--- config.mk ---
export PLATFORM = sky130hd
export DESIGN_NAME = inhibit_read_seq
export DESIGN_NICKNAME = d
export VERILOG_FILES = /design/src/rtl/inhibit_read_seq_pkg.sv /design/src/rtl/inhibit_read_ctrl.sv /design/src/rtl/inhibit_read_dp.sv /design/src/rtl/inhibit_read_seq.sv
export SDC_FILE = /design/constraint.sdc
export NUM_CORES = 1
export LEC_CHECK = 0
export BUFFER_PORTS_ARGS = -buffer_cell sky130_fd_sc_hd__buf_2
export CAP_MARGIN = 25
export CORE_MARGIN = 2
export CORE_UTILIZATION = 48
export DETAILED_ROUTE_END_ITERATION = 8
export GPL_TIMING_DRIVEN = 0
export HOLD_SLACK_MARGIN = 0.03
export PLACE_DENSITY = 0.75
export RECOVER_POWER = 25
export REMOVE_ABC_BUFFERS = 1
export SYNTH_ARGS = -nofsm -noshare
export SYNTH_HDL_FRONTEND = slang
export SYNTH_SLANG_ARGS = --single-unit
--- constraint.sdc ---
create_clock -name clk -period 1.45 [get_ports clk]
set_input_delay 0.29 -clock clk [delete_from_list [all_inputs] [get_ports clk]]
set_output_delay 0.29 -clock clk [all_outputs]
set_load 0.01 [all_outputs]
--- src/rtl/inhibit_read_seq_pkg.sv ---
package inhibit_read_seq_pkg;
  typedef enum logic [1:0] {
    ST_IDLE  = 2'd0,
    ST_LOW   = 2'd1,
    ST_RECOV = 2'd2
  } seqState_t;

  typedef struct packed {
    logic rdN;      // strobe level as driven to the pin
    logic capture;  // arm the falling-edge word latch
    logic present;  // publish the latched word on the next rising edge
  } rdCtl_t;
endpackage

--- src/rtl/inhibit_read_ctrl.sv ---
module inhibit_read_ctrl
  import inhibit_read_seq_pkg::*;
#(
  parameter int MIN_RD_CYC = 12
) (
  input  logic   clk,
  input  logic   rstN,
  input  logic   readReq,
  output rdCtl_t ctl
);
  localparam int CNT_W = $clog2(MIN_RD_CYC + 1);
  localparam logic [CNT_W-1:0] CNT_LAST = CNT_W'(MIN_RD_CYC);

  seqState_t state;
  logic [CNT_W-1:0] lowCnt;
  logic rdNReg;
  logic pending;

  always_ff @(posedge clk or negedge rstN) begin
    if (!rstN) begin
      state   <= ST_IDLE;
      lowCnt  <= '0;
      rdNReg  <= 1'b1;
      pending <= 1'b0;
    end else begin
      case (state)
        ST_IDLE: begin
          if (readReq || pending) begin
            state   <= ST_LOW;
            rdNReg  <= 1'b0;
            lowCnt  <= CNT_W'(1);
            pending <= 1'b0;
          end
        end
        ST_LOW: begin
          if (readReq) pending <= 1'b1;
          if (lowCnt == CNT_LAST) begin
            rdNReg <= 1'b1;
            state  <= ST_RECOV;
          end else begin
            lowCnt <= lowCnt + CNT_W'(1);
          end
        end
        ST_RECOV: begin
          if (readReq) pending <= 1'b1;
          state <= ST_IDLE;
        end
        default: state <= ST_IDLE;
      endcase
    end
  end

  always_comb begin
    ctl.rdN     = rdNReg;
    ctl.capture = (state == ST_RECOV);
    ctl.present = (state == ST_RECOV);
  end

  // Independent observation counters for the strobe timing checks.
  logic [CNT_W-1:0] obsLow;
  logic [1:0] obsHigh;
  always_ff @(posedge clk or negedge rstN) begin
    if (!rstN) begin
      obsLow  <= '0;
      obsHigh <= 2'd2;
    end else begin
      obsLow  <= rdNReg ? '0 : obsLow + CNT_W'(1);
      obsHigh <= !rdNReg ? 2'd0 : (obsHigh == 2'd2 ? 2'd2 : obsHigh + 2'd1);
    end
  end

  a_r3_low_width: assert property (@(posedge clk) disable iff (!rstN)
    $rose(ctl.rdN) |-> obsLow == CNT_LAST);

  a_r8_high_gap: assert property (@(posedge clk) disable iff (!rstN)
    $fell(ctl.rdN) |-> obsHigh == 2'd2);

  a_r7_req_held: assert property (@(posedge clk) disable iff (!rstN)
    (readReq && state != ST_IDLE) |=> (pending || state == ST_LOW));
endmodule

--- src/rtl/inhibit_read_dp.sv ---
module inhibit_read_dp
  import inhibit_read_seq_pkg::*;
#(
  parameter int POS_W = 16
) (
  input  logic             clk,
  input  logic             rstN,
  input  rdCtl_t           ctl,
  input  logic [POS_W-1:0] posIn,
  output logic             inhEnN,
  output logic [POS_W-1:0] posOut,
  output logic             dataValid
);
  logic [POS_W-1:0] capWord;

  always_ff @(posedge clk or negedge rstN) begin
    if (!rstN) inhEnN <= 1'b1;
    else       inhEnN <= ctl.rdN;
  end

  // Opposite-edge latch: taken half a cycle after the strobe rises.
  always_ff @(negedge clk or negedge rstN) begin
    if (!rstN)            capWord <= '0;
    else if (ctl.capture) capWord <= posIn;
  end

  always_ff @(posedge clk or negedge rstN) begin
    if (!rstN) begin
      posOut    <= '0;
      dataValid <= 1'b0;
    end else begin
      dataValid <= ctl.present;
      if (ctl.present) posOut <= capWord;
    end
  end

  a_r4_inh_falls_late: assert property (@(posedge clk) disable iff (!rstN)
    $fell(ctl.rdN) |=> $fell(inhEnN));

  a_r5_cap_frozen: assert property (@(posedge clk) disable iff (!rstN)
    ctl.capture |-> (ctl.rdN && !inhEnN));

  a_r6_valid_on_release: assert property (@(posedge clk) disable iff (!rstN)
    dataValid |-> $rose(inhEnN));

  a_r6_single_pulse: assert property (@(posedge clk) disable iff (!rstN)
    dataValid |=> !dataValid);

  a_r6_out_hold: assert property (@(posedge clk) disable iff (!rstN)
    !dataValid |-> $stable(posOut));
endmodule

--- src/rtl/inhibit_read_seq.sv ---
module inhibit_read_seq
  import inhibit_read_seq_pkg::*;
#(
  parameter int POS_W      = 16,
  parameter int MIN_RD_CYC = 12
) (
  input  logic             clk,
  input  logic             rstN,
  input  logic             readReq,
  input  logic [POS_W-1:0] posIn,
  output logic             rdN,
  output logic             inhEnN,
  output logic [POS_W-1:0] posOut,
  output logic             dataValid
);
  rdCtl_t ctl;

  inhibit_read_ctrl #(.MIN_RD_CYC(MIN_RD_CYC)) ctrl_i (
    .clk(clk), .rstN(rstN), .readReq(readReq), .ctl(ctl)
  );

  inhibit_read_dp #(.POS_W(POS_W)) dp_i (
    .clk(clk), .rstN(rstN), .ctl(ctl), .posIn(posIn),
    .inhEnN(inhEnN), .posOut(posOut), .dataValid(dataValid)
  );

  assign rdN = ctl.rdN;
endmodule

# Word-level counts from Yosys, hierarchy flattened
# Cells that the tools add are included.
[word_totals]
regBits = 42
latch_bits = 0
ram_bits = 0
rom_bits = 0
output_inout_bits = 19
wordCells = 36
n_memories = 0
[op_classes]
add_sub_neg = 1
n_mul = 0
div_mod_pow = 0
n_lt_le_gt_ge = 0
n_eq_ne = 7
shifts = 0
muxes = 11
bitwise = 0
n_reduce_logical = 9
[ops]
columns = ["cell", "n"]
rows = [
  ["AND reduction 3 bit", 3],
  ["two-way mux 4 bit", 2],
  ["one-hot mux 4 bit (2 select lines)", 1],
  ["inequality test 2 x 1 -> 1 bit (second input constant)", 3],
  ["adder 4 x 1 -> 4 bit (second input constant)", 1],
  ["== test 4 bit (second input constant)", 1],
  ["two-way mux 2 bit", 2],
  ["one-hot mux 1 bit (2 select lines)", 2],
  ["one-hot mux 2 bit (2 select lines)", 1],
  ["nonzero test 2 bit", 2],
  ["two-way mux 1 bit", 3],
  ["== test 2 x 1 -> 1 bit (second input constant)", 1],
  ["== test 2 bit (second input constant)", 1],
  ["zero test 2 bit", 1],
  ["inequality test 2 bit (second input constant)", 1],
  ["AND reduction 2 bit", 1],
  ["OR reduction 2 bit", 1],
  ["logical OR 1 bit", 1],
]

# Depth between registers and ports, before layout
[depth]
depth_word = 4
mapped_depth = 6
depth_no_buf = 5

# By module
# From an unflattened synthesis, not the netlist that was laid out.
[unflattened]
hier_cells = 120
area_unflattened_um2 = 1876.8
[modules_own_cells]
columns = ["mod", "n_inst", "cells_per_inst", "area_each_um2", "seq_area_each_um2"]
rows = [
  ["inhibit_read_dp", 1, 70, 1350.0, 852.1],
  ["inhibit_read_ctrl", 1, 50, 526.8, 201.4],
]

==> run metrics <==
GRT Util Overall=18.9%; clk_lat worst skew=340 ps; startpoint types=register; r2r startpoint=ctrl_i.state[0]; CTS tree=built; Slew HR=33.6%; Clock Sinks=42; status=finished, violations left; vias after detailed routing=1204; crit path to=dp_i.capWord[9]; Post-Layout Cell Count=223; critical path depth=4; Initial Util=51.4%; FF+latch count, synth=42; Post-Syn Area=1750 µm²; syn_area_per_cell=14.3 µm²; worst-path fanout max=9; HP Class=in -> async; H-tree depth=2; synthesized-area fraction occupied by adder cells=4.99%; vias per cell=5.40; Fill cells=261; Total Power=3.12 mW; post-DR wirelength/cell=16.2 µm; CP Capture Type=register; first-pass GRT wire length=5900 µm; Reg clk slew, reported paths=120 ps; CTS max path bufs=2; Post-Route WL=3610 µm; RR Endpoint=dp_i.capWord[9]; Die Width=64.5 µm; initial antenna violation count=0; Final Util=67.7%; Leak=1.19 nW; Root Buffer=clkbuf_4; crit path cell chain=inv_2, ha_4, buf_6, mux2_2; Synth cell types=28; Mapped Cells=123; sequential area share after synthesis=60.1%; mux contribution to synthesized area=21.2%; row cnt=21; HPWL after DPL=2170 µm; RSZ-0062 raised after global routing=yes; Cells after DPL=201; Yosys warnings=0; violated checks=negative setup slack; # DRC=0; post-route cell area=2310 µm²; GP Congestion=0.780; CP peak stage delay=410 ps; delay-heaviest family, CP=flip-flops; Critical Path RT=900 ps; Core Footprint=3420 µm²; maxcap violations=0; peak supply drop=0.000821 V; Fin Clk Skew=18.8 ps; critical path class=reg -> reg; port bufs=37; setup violators final=23; pwr dens=1350 nW/µm²; register area=1050 µm²; Reg2Reg Setup Slack=-610 ps; instance area at placement=1980 µm²; fin worst setup slack=-607 ps; WP buf/inv=2; worst path arrival time=1510 ps; DIE AREA=4150 µm²; setup TNS=-11130 ps; Num CTS Buffers=5; I/O pin cnt=38; XOR/XNOR share of the synthesized area=0%; die height=64.5 µm; Slew Viols, Final=0; measured slew at the worst slew-check pin=996 ps; vias in the first global route=1275; worst slack, placed=-1120 ps; DRT Pass-1 Iters=4; diode count=0; Fin. Hold Viols=0; Layout Area Growth over Synthesis=31.7%; gr ovfl total=0; Compound-Gate Fraction of Synth Area=5.92%; post-synthesis simple-gate area fraction=4.85%; multi-input logic area=758 µm²; cell depth of the worst flop-to-flop path=4; largest net degree at the start of global routing=43; drt initial violations=32; Antenna Nets Post-Route=0; Worst path slowest cell=dfrtp_1; largest family of logic cells by synthesized area=multiplexers; WHS=97.6 ps; # nets final=202; CP Launch Point=ctrl_i.state[0]; hold bufs inserted after CTS=0; share of cells above drive strength 1=61.0%
-- worst reg2reg max path, cell delays in order, from the launching register on --
cell and delay, ps:
dfrtp_1 410, inv_2 90, ha_4 180, buf_6 160, mux2_2 330
-- cell usage after synthesis --
library cell | n | area (µm²)
dfrtp_1 | 24 | 601
nor2b_1 | 1 | 6.26
ha_1 | 7 | 87.6
nor3b_1 | 1 | 7.51
nor4_1 | 1 | 6.26
mux2_2 | 32 | 360
dfrtn_1 | 16 | 400
o311a_1 | 1 | 10.0
a41oi_1 | 1 | 8.76
buf_6 | 1 | 11.3
nand3_1 | 2 | 10.0
or3b_1 | 1 | 8.76
nand4_1 | 2 | 12.5
nand2_1 | 1 | 3.75
and3_1 | 1 | 6.26
inv_1 | 5 | 18.8
buf_2 | 3 | 15.0
a211oi_2 | 1 | 12.5
dfstp_2 | 2 | 52.6
and4_4 | 1 | 11.3
o22a_1 | 1 | 8.76
nor3_1 | 1 | 5.00
o311ai_0 | 1 | 8.76
mux2_1 | 1 | 11.3
o21ai_0 | 3 | 15.0
clkbuf_1 | 2 | 7.51
nor2_1 | 2 | 7.51
a21oi_1 | 8 | 40.0
-- timing repair --
| action | in CTS | in global routing |
|---|---|---|
| buffers inserted | 9 | 4 |
| gates cloned | 1 | 0 |
| pin swaps | 3 | 3 |
| endpoints found under the setup margin | 39 | 26 |
| resized for setup | 24 | 12 |
-- final cells by class --
| cell class | count | share of cell area [%] |
|---|---|---|
| inverters | 5 | 1.03 |
| well taps | 46 | 2.49 |
| repair buffers | 52 | 14.8 |
| multi-input cells | 70 | 32.8 |
| flip-flops and latches | 42 | 45.6 |
| clock inverters | 1 | 1.30 |
| clock buffers | 7 | 1.95 |
-- where the power goes --
| group | switching [mW] | internal [mW] | total, mW | leakage [nW] |
|---|---|---|---|---|
| registers | 0.116 | 1.34 | 1.46 | 0.569 |
| clock network | 0.357 | 0.366 | 0.723 | 0.0395 |
| logic | 0.448 | 0.491 | 0.939 | 0.585 |
-- per-layer routing --
layer | GRT usage [%] | wire length (µm) | share of wire, % | vias up
li1 | - | - | - | 547
met1 | 22.0 | 1470 | 41 | 587
met2 | 32.6 | 1840 | 51 | 57
met3 | 5.73 | 199 | 5.5 | 13
met4 | 7.98 | 102 | 2.8 | 0
met5 | 0 | 0 | 0 | -
-- registers in the layout, summed over array words and instances (netlist names) --
register and flops:
dp_i.capWord 16, dp_i.posOut 16, dp_i.inhEnN 1, dp_i.dataValid 1
ctrl_i.state 2, ctrl_i.rdNReg 1, ctrl_i.pending 1, ctrl_i.lowCnt 4
-- how the worst min path moves through the flow --
stage,depth (start not counted),from,end
5_1_grt,1,rstN,dp_i.posOut[0]
6_report,1,rstN,ctrl_i.lowCnt[3]
3_5_place_dp,0,ctrl_i.rdNReg,dp_i.inhEnN
4_1_cts,1,rstN,dp_i.posOut[0]
2_1_floorplan,0,rstN,ctrl_i.lowCnt[0]
3_3_place_gp,0,ctrl_i.rdNReg,dp_i.inhEnN
-- placed cells by master (no fill, tap or decap), drive strengths merged, types with 2 or more instances in the layout --
cell    synthesis  layout
mux2           33      33
dfrtp          24      24
o21ai           3       3
nand4           2       2
ha              7       7
clkbuf          2       8
nor2            2       2
dfstp           2       2
buf             4      51
nand3           2       2
inv             5       5
a21oi           8       8
dfrtn          16      16
-- cell families (layout without fill, tap and decap cells) --
family,count (synthesis),after routing
DFF,42,42
muxes,33,33
AOI/OAI and AO/OA,16,16
and+or+nand+nor,14,14
buffers and inverters,11,65
adders and majority gates,7,7
Power figures use the tool's default switching activity.
